File: config.mk
export PLATFORM = sky130hd
export DESIGN_NAME = i2c_regbank_target
export DESIGN_NICKNAME = d
export VERILOG_FILES = /design/src/rtl/i2ct_pkg.sv /design/src/rtl/i2ct_sync.sv /design/src/rtl/i2ct_wbank.sv /design/src/rtl/i2ct_rmux.sv /design/src/rtl/i2c_regbank_target.sv
export SDC_FILE = /design/constraint.sdc
export NUM_CORES = 1
export LEC_CHECK = 0
export BUFFER_PORTS_ARGS = -buffer_cell sky130_fd_sc_hd__clkbuf_2
export CORE_MARGIN = 2
export CORE_UTILIZATION = 50
export DETAILED_ROUTE_END_ITERATION = 8
export PLACE_DENSITY = 0.88
export SYNTH_ARGS = -nofsm -noshare
export SYNTH_HDL_FRONTEND = slang
export SYNTH_SLANG_ARGS = --single-unit
File: constraint.sdc
create_clock -name clk -period 3.44 [get_ports clk]
set_input_delay 0.172 -clock clk [delete_from_list [all_inputs] [get_ports clk]]
set_output_delay 0.172 -clock clk [all_outputs]
set_load 0.01 [all_outputs]
File: src/rtl/i2ct_pkg.sv
package i2ct_pkg;

   // Bit-level phase of the bus engine
   typedef enum logic [2:0] {
      PH_IDLE,   // ignoring the bus until START
      PH_RX,     // shifting in a byte from the controller
      PH_RACK,   // holding SDA low for our acknowledge
      PH_TX,     // shifting out a read-bank byte
      PH_TACK    // waiting for the controller's ACK/NACK
   } phase_e;

   // Transfer-level state
   typedef enum logic [2:0] {
      TR_ADDR,   // next byte is an address byte
      TR_PTR,    // next byte loads the pointer
      TR_WDATA,  // next bytes fill the write bank
      TR_READ,   // sending read-bank bytes
      TR_GCALL   // next bytes go to the command register
   } xfer_e;

   // Synchronised bus events, one cycle wide
   typedef struct packed {
      logic start;
      logic stop;
      logic rise;
      logic fall;
      logic sda;
   } bus_ev_t;

endpackage

File: src/rtl/i2ct_sync.sv
module i2ct_sync
   import i2ct_pkg::*;
#(
   parameter int STAGES = 2
) (
   input  logic    clk,
   input  logic    rst_n,
   input  logic    scl_i,
   input  logic    sda_i,
   output bus_ev_t ev
);

   localparam int LAST = STAGES - 1;

   if (STAGES < 2) begin : g_bad_stages
      $error("i2ct_sync: STAGES must be at least 2");
   end

   logic [LAST:0] scl_q, sda_q;
   logic          scl_d, sda_d;

   // Both lines go through identical chains so their edges stay aligned
   always_ff @(posedge clk or negedge rst_n) begin
      if (!rst_n) begin
         scl_q <= '1;
         sda_q <= '1;
         scl_d <= 1'b1;
         sda_d <= 1'b1;
      end else begin
         scl_q <= {scl_q[LAST-1:0], scl_i};
         sda_q <= {sda_q[LAST-1:0], sda_i};
         scl_d <= scl_q[LAST];
         sda_d <= sda_q[LAST];
      end
   end

   always_comb begin
      ev.rise  = scl_q[LAST] & ~scl_d;
      ev.fall  = ~scl_q[LAST] & scl_d;
      ev.start = scl_q[LAST] & scl_d & sda_d & ~sda_q[LAST];
      ev.stop  = scl_q[LAST] & scl_d & ~sda_d & sda_q[LAST];
      ev.sda   = sda_q[LAST];
   end

endmodule

File: src/rtl/i2ct_wbank.sv
module i2ct_wbank #(
   parameter int DEPTH = 16,
   localparam int IW = $clog2(DEPTH)
) (
   input  logic                 clk,
   input  logic                 rst_n,
   input  logic                 we,
   input  logic [IW-1:0]        idx,
   input  logic [7:0]           wdata,
   output logic [DEPTH*8-1:0]   flat
);

   for (genvar g = 0; g < DEPTH; g++) begin : g_ent
      logic [7:0] r;
      always_ff @(posedge clk or negedge rst_n) begin
         if (!rst_n)                       r <= 8'h00;
         else if (we && idx == IW'(g))     r <= wdata;
      end
      assign flat[g*8 +: 8] = r;
   end

endmodule

File: src/rtl/i2ct_rmux.sv
module i2ct_rmux #(
   parameter int DEPTH = 16,
   localparam int IW = $clog2(DEPTH)
) (
   input  logic [DEPTH*8-1:0] flat,
   input  logic [IW-1:0]      idx,
   output logic [7:0]         q
);

   assign q = flat[{idx, 3'b000} +: 8];

endmodule

File: src/rtl/i2c_regbank_target.sv
module i2c_regbank_target
   import i2ct_pkg::*;
#(
   parameter int WR_DEPTH    = 16,
   parameter int RD_DEPTH    = 16,
   parameter int SYNC_STAGES = 2
) (
   input  logic                  clk,
   input  logic                  rst_n,
   input  logic [7:0]            cfg_addr,
   input  logic                  scl_i,
   input  logic                  sda_i,
   output logic                  sda_oe,
   input  logic [RD_DEPTH*8-1:0] rd_bank,
   output logic [WR_DEPTH*8-1:0] wr_bank,
   output logic [7:0]            gc_cmd,
   output logic [7:0]            last_ptr,
   output logic                  rd_busy,
   output logic                  wr_busy,
   output logic                  data_was_read,
   input  logic                  clr_was_read
);

   localparam int WIW = $clog2(WR_DEPTH);
   localparam int RIW = $clog2(RD_DEPTH);

   // Elaboration-time parameter checks
   if (WR_DEPTH < 2 || WR_DEPTH > 256 || (WR_DEPTH & (WR_DEPTH - 1)) != 0) begin : g_bad_wd
      $error("i2c_regbank_target: WR_DEPTH must be a power of two in 2..256");
   end
   if (RD_DEPTH < 2 || RD_DEPTH > 256 || (RD_DEPTH & (RD_DEPTH - 1)) != 0) begin : g_bad_rd
      $error("i2c_regbank_target: RD_DEPTH must be a power of two in 2..256");
   end

   bus_ev_t          ev;
   phase_e           phase;
   xfer_e            tstate;
   logic [3:0]       bitcnt;
   logic [6:0]       shreg;
   logic [6:0]       tx_sh;
   logic             ack_q;
   logic [7:0]       ptr;
   logic             wb_we;
   logic [WIW-1:0]   wb_idx;
   logic [7:0]       wb_data;
   logic [7:0]       rd_sel;
   logic [7:0]       rx_byte;

   i2ct_sync #(.STAGES(SYNC_STAGES)) u_sync (
      .clk   (clk),
      .rst_n (rst_n),
      .scl_i (scl_i),
      .sda_i (sda_i),
      .ev    (ev)
   );

   i2ct_wbank #(.DEPTH(WR_DEPTH)) u_wbank (
      .clk   (clk),
      .rst_n (rst_n),
      .we    (wb_we),
      .idx   (wb_idx),
      .wdata (wb_data),
      .flat  (wr_bank)
   );

   i2ct_rmux #(.DEPTH(RD_DEPTH)) u_rmux (
      .flat (rd_bank),
      .idx  (ptr[RIW-1:0]),
      .q    (rd_sel)
   );

   assign rx_byte = {shreg, ev.sda};

   always_ff @(posedge clk or negedge rst_n) begin
      if (!rst_n) begin
         phase         <= PH_IDLE;
         tstate        <= TR_ADDR;
         bitcnt        <= 4'd0;
         shreg         <= 7'd0;
         tx_sh         <= 7'd0;
         ack_q         <= 1'b0;
         ptr           <= 8'd0;
         sda_oe        <= 1'b0;
         wb_we         <= 1'b0;
         wb_idx        <= '0;
         wb_data       <= 8'd0;
         gc_cmd        <= 8'd0;
         last_ptr      <= 8'd0;
         rd_busy       <= 1'b0;
         wr_busy       <= 1'b0;
         data_was_read <= 1'b0;
      end else begin
         wb_we <= 1'b0;
         if (clr_was_read) data_was_read <= 1'b0;

         if (ev.start) begin
            phase   <= PH_RX;
            tstate  <= TR_ADDR;
            bitcnt  <= 4'd0;
            sda_oe  <= 1'b0;
            wr_busy <= 1'b0;
         end else if (ev.stop) begin
            phase   <= PH_IDLE;
            tstate  <= TR_ADDR;
            sda_oe  <= 1'b0;
            wr_busy <= 1'b0;
         end else begin
            unique case (phase)
               PH_RX: begin
                  if (ev.rise) begin
                     shreg <= rx_byte[6:0];
                     if (bitcnt == 4'd7) begin
                        bitcnt <= 4'd8;
                        ack_q  <= 1'b1;
                        unique case (tstate)
                           TR_ADDR: begin
                              if (rx_byte[7:1] == cfg_addr[7:1]) begin
                                 if (rx_byte[0]) begin
                                    tstate  <= TR_READ;
                                    rd_busy <= 1'b1;
                                 end else begin
                                    tstate  <= TR_PTR;
                                    wr_busy <= 1'b1;
                                 end
                              end else if (rx_byte == 8'h00 && cfg_addr[0]) begin
                                 tstate <= TR_GCALL;
                              end else begin
                                 ack_q <= 1'b0;
                              end
                           end
                           TR_PTR: begin
                              ptr      <= rx_byte;
                              last_ptr <= rx_byte;
                              tstate   <= TR_WDATA;
                           end
                           TR_WDATA: begin
                              wb_we   <= 1'b1;
                              wb_idx  <= ptr[WIW-1:0];
                              wb_data <= rx_byte;
                              ptr     <= ptr + 8'd1;
                           end
                           TR_GCALL: gc_cmd <= rx_byte;
                           default:  ack_q  <= 1'b0;
                        endcase
                     end else begin
                        bitcnt <= bitcnt + 4'd1;
                     end
                  end else if (ev.fall && bitcnt == 4'd8) begin
                     if (ack_q) begin
                        sda_oe <= 1'b1;
                        phase  <= PH_RACK;
                     end else begin
                        phase  <= PH_IDLE;
                        tstate <= TR_ADDR;
                     end
                  end
               end
               PH_RACK: begin
                  if (ev.fall) begin
                     if (tstate == TR_READ) begin
                        tx_sh  <= rd_sel[6:0];
                        sda_oe <= ~rd_sel[7];
                        ptr    <= ptr + 8'd1;
                        bitcnt <= 4'd0;
                        phase  <= PH_TX;
                     end else begin
                        sda_oe <= 1'b0;
                        bitcnt <= 4'd0;
                        phase  <= PH_RX;
                     end
                  end
               end
               PH_TX: begin
                  if (ev.fall) begin
                     if (bitcnt == 4'd7) begin
                        sda_oe <= 1'b0;
                        phase  <= PH_TACK;
                     end else begin
                        sda_oe <= ~tx_sh[6];
                        tx_sh  <= {tx_sh[5:0], 1'b0};
                        bitcnt <= bitcnt + 4'd1;
                     end
                  end
               end
               PH_TACK: begin
                  if (ev.rise && ev.sda) begin
                     phase         <= PH_IDLE;
                     tstate        <= TR_ADDR;
                     ptr           <= 8'd0;
                     rd_busy       <= 1'b0;
                     data_was_read <= 1'b1;
                     sda_oe        <= 1'b0;
                  end else if (ev.fall) begin
                     tx_sh  <= rd_sel[6:0];
                     sda_oe <= ~rd_sel[7];
                     ptr    <= ptr + 8'd1;
                     bitcnt <= 4'd0;
                     phase  <= PH_TX;
                  end
               end
               default: sda_oe <= 1'b0;
            endcase
         end
      end
   end

   // ---------------- assertions ----------------
   p_idle_quiet_r10: assert property (@(posedge clk) disable iff (!rst_n)
      (phase == PH_IDLE) |-> !sda_oe);

   p_drive_phase_r2: assert property (@(posedge clk) disable iff (!rst_n)
      sda_oe |-> (phase == PH_RACK || phase == PH_TX));

   p_nack_resets_r6: assert property (@(posedge clk) disable iff (!rst_n)
      (phase == PH_TACK && ev.rise && ev.sda) |=> (ptr == 8'd0 && !rd_busy && data_was_read));

   p_flag_holds_r7: assert property (@(posedge clk) disable iff (!rst_n)
      (data_was_read && !clr_was_read) |=> data_was_read);

   p_busy_clear_r8: assert property (@(posedge clk) disable iff (!rst_n)
      (ev.start || ev.stop) |=> !wr_busy);

   p_gcall_no_bank_r9: assert property (@(posedge clk) disable iff (!rst_n)
      (tstate == TR_GCALL) |-> !wb_we);

endmodule

==> metrics.md <==
| Metric | Value |
|---|---|
| Status | `finished, final reports clean` |
| Mapped Cells | `678` |
| Synth Area in Compound Gates | `6.59%` |
| I/O pin total | `289` |
| Pre-Repair DR Iteration Count | `5` |
| Starting Density | `50.8%` |
| Yosys warning total | `0` |
| Least-Margin Pin Slew | `0.891 ns` |
| FILL cells | `1405` |
| Seq/Total Area, Yosys | `54.0%` |
| Adder-cell share of the synthesized area | `0.413%` |
| Num rows | `49` |
| # hold bufs at CTS | `4` |
| Antenna fix cells | `0` |
| Vias | `6813` |
| Skew-Pair Late Insertion Delay | `0.43 ns` |
| Final antenna-violating net count | `0` |
| CTS Root Cell | `clkbuf_16` |
| Maxcap violations | `0` |
| Synth Register Bits | `196` |
| GRT overflow | `0` |
| Non-Filler Instances | `1192` |
| Mux contribution to synthesized area | `28.3%` |
| Fmax | `0.414 GHz` |
| Routability cong. | `0.919` |
| EDFF count, synth | `0` |
| RSZ-0062 raised after global routing | `false` |
| VDD IR max | `0.388 mV` |
| Syn Std Cell Area | `9090 um2` |
| Commonest non-fill, non-tap cell in the layout | `clkbuf_2` |
| Setup violations, final | `0` |
| Max-Slew Margin vs Limit | `40.6%` |
| HP Class | `in -> reg` |
| Resize count post-CTS | `0` |
| CP required | `3.74 ns` |
| Number of global-route vias before repair | `6769` |
| Wire per inst | `21.1 um` |
| Synth Flop Type | `dfrtp_1` |
| Post-synthesis net count | `822` |
| Final Max Tran Viols | `0` |
| GRT Total Usage | `26.0%` |
| P&R area growth vs syn | `24.3%` |
| Largest family of logic cells by synthesized area | `multiplexers` |
| Post-Synth Simple-Gate Area | `7.06%` |
| R2r startpoint | `ptr[0]` |
| Worst Setup SP | `ptr[0]` |
| Commonest non-fill, non-tap cells in the layout | `287 x clkbuf_2, 189 x dfrtp_1, 159 x mux2_2` |
| Die Y | `139 um` |
| # nets final | `1094` |
| Util after Layout | `63.1%` |
| Initial antenna violation count | `0` |
| Multi-input gate area | `3950 um2` |
| Crit path capture | `tx_sh[6]` |
| P_leak | `0.00585 uW` |
| Yosys top cell by area | `dfrtp_1` |
| PwrDens | `473 nW/um2` |
| Largest net degree at the start of global routing | `98` |
| Drt via density | `5.72` |
| H-tree depth | `4` |
| Core Area | `17900 um2` |
| Clock buffer depth | `2` |
| R2R cell count | `6` |
| CP Capture Type | `flop` |
| CTS sink count | `196` |
| R2R Setup Slk | `1.02 ns` |
| Register area | `4910 um2` |
| DRC | `0` |
| PortBufs | `288` |
| Critical Path Fanout Max | `24` |
| Worst-case clock skew | `0.0121 ns` |
| Min Tclk post-route | `2.42 ns` |
| Reg-to-reg endpoint | `tx_sh[6]` |
| Worst Path Arrival | `2.72 ns` |
| First-pass GRT wire length | `38800 um` |
| DP HPWL | `18400 um` |
| Post-Place Setup Slack | `0.997 ns` |
| Synth async-reset ratio | `100%` |
| Die width | `139 um` |
| Final hold viol count | `0` |
| CTS Buf Count | `17` |
| Post-Synth XOR/XNOR Area | `1.06%` |
| Total die area | `19300 um2` |
| Setup ws final | `1.02 ns` |
| Final WL | `25100 um` |
| Avg Synthesized Cell Area | `13.4 um2` |
| Critical path class | `reg -> reg` |
| Startpoint Class | `flop` |
| Fin Setup TNS | `0 ns` |
| CTS tree | `yes` |
| Period utilization | `70.2%` |
| CTS clk-pin slew, worst paths | `0.07 ns` |
| Top cells by area, synth | `dfrtp_1 52%, mux2_2 20%, mux4_2 8.2%, a21oi_1 1.9%, dfstp_2 1.7%` |
| Post-synthesis cell type count | `61` |
| DR iter-0 viols | `586` |
| Post-synth top area share | `52.3%` |
| Placed cell count | `1156` |
| Layout cells sized above 1 | `54.9%` |
| Post-CTS setup buffer count | `0` |
## synthesized netlist by cell type (all sizes together), types with 11 or more instances
cell type	number
clkbuf	22
mux2	159
nand2b	11
inv	12
mux4	33
nand2	40
nand3	13
o21ai	14
dfrtp	190
nor2	23
a21oi	35
buf	21
a22oi	13
## per-stage QoR
step,total power [uW],hold WS [ns],cell area [um2]
after floorplan,3160,-0.124,9090
after global placement,3420,0.260,10700
after detailed placement,3430,0.261,10700
after CTS,5370,0.278,11300
after global routing,5580,0.314,11300
final,5350,0.278,11300
## area by class of cell
| type | count | share of cell area (%) |
|---|---|---|
| multi-input combinational | 427 | 34.9 |
| timing repair buffer | 296 | 13.6 |
| clock inverter | 13 | 1.26 |
| clock buffer | 19 | 3.83 |
| sequential | 196 | 43.5 |
| inverter | 12 | 0.399 |
| tap | 229 | 2.54 |
## worst max-delay path, stage by stage (launching register included)
cell and delay, ns:
dfrtp_2 0.81, buf_4 0.40, mux4_2 0.54, a22oi_1 0.20, a21oi_1 0.10, a21oi_1 0.15
a21oi_1 0.08
## state kept, by name, summed over array words and instances (netlist names), 2 cells and up
name / count
wb_idx: 4
wb_data: 8
tstate: 3
ptr: 4
gc_cmd: 8
u_sync.sda_q: 2
bitcnt: 4
tx_sh: 7
last_ptr: 8
phase: 3
u_wbank.g_ent.r: 128
shreg: 7
u_sync.scl_q: 2
## layer usage
layer,track usage (%),vias to the layer above,wire [um]
li1,-,3032,-
met1,36.5,3496,10800
met2,40.8,261,12300
met3,7.84,24,1760
met4,5.26,0,289
met5,0,-,0
## power breakdown
part	internal, uW	switching [uW]	leakage (uW)	total (uW)
clock network	1030	920	0.000285	1950
logic	517	369	0.00288	886
registers	2350	163	0.00268	2510
## cell families after synthesis
logic type / after synthesis
AOI/OAI and AO/OA: 92
buffers and inverters: 55
muxes: 196
xor gates and xnor gates: 11
DFF: 196
adders and majority gates: 3
and+or+nand+nor: 125
## worst min-delay path by stage
stage | cells after the start | slack, ns | startpoint | endpoint
after floorplan | 0 | -0.12 | rst_n | ack_q
after global placement | 1 | 0.26 | sda_i | u_sync.sda_q[0]
after detailed placement | 1 | 0.26 | scl_i | u_sync.scl_q[0]
after CTS | 6 | 0.28 | cfg_addr[7] | tstate[1]
after global routing | 6 | 0.31 | cfg_addr[4] | tstate[1]
final | 6 | 0.28 | cfg_addr[7] | tstate[1]
No activity file was read; power rests on OpenSTA's default activity.
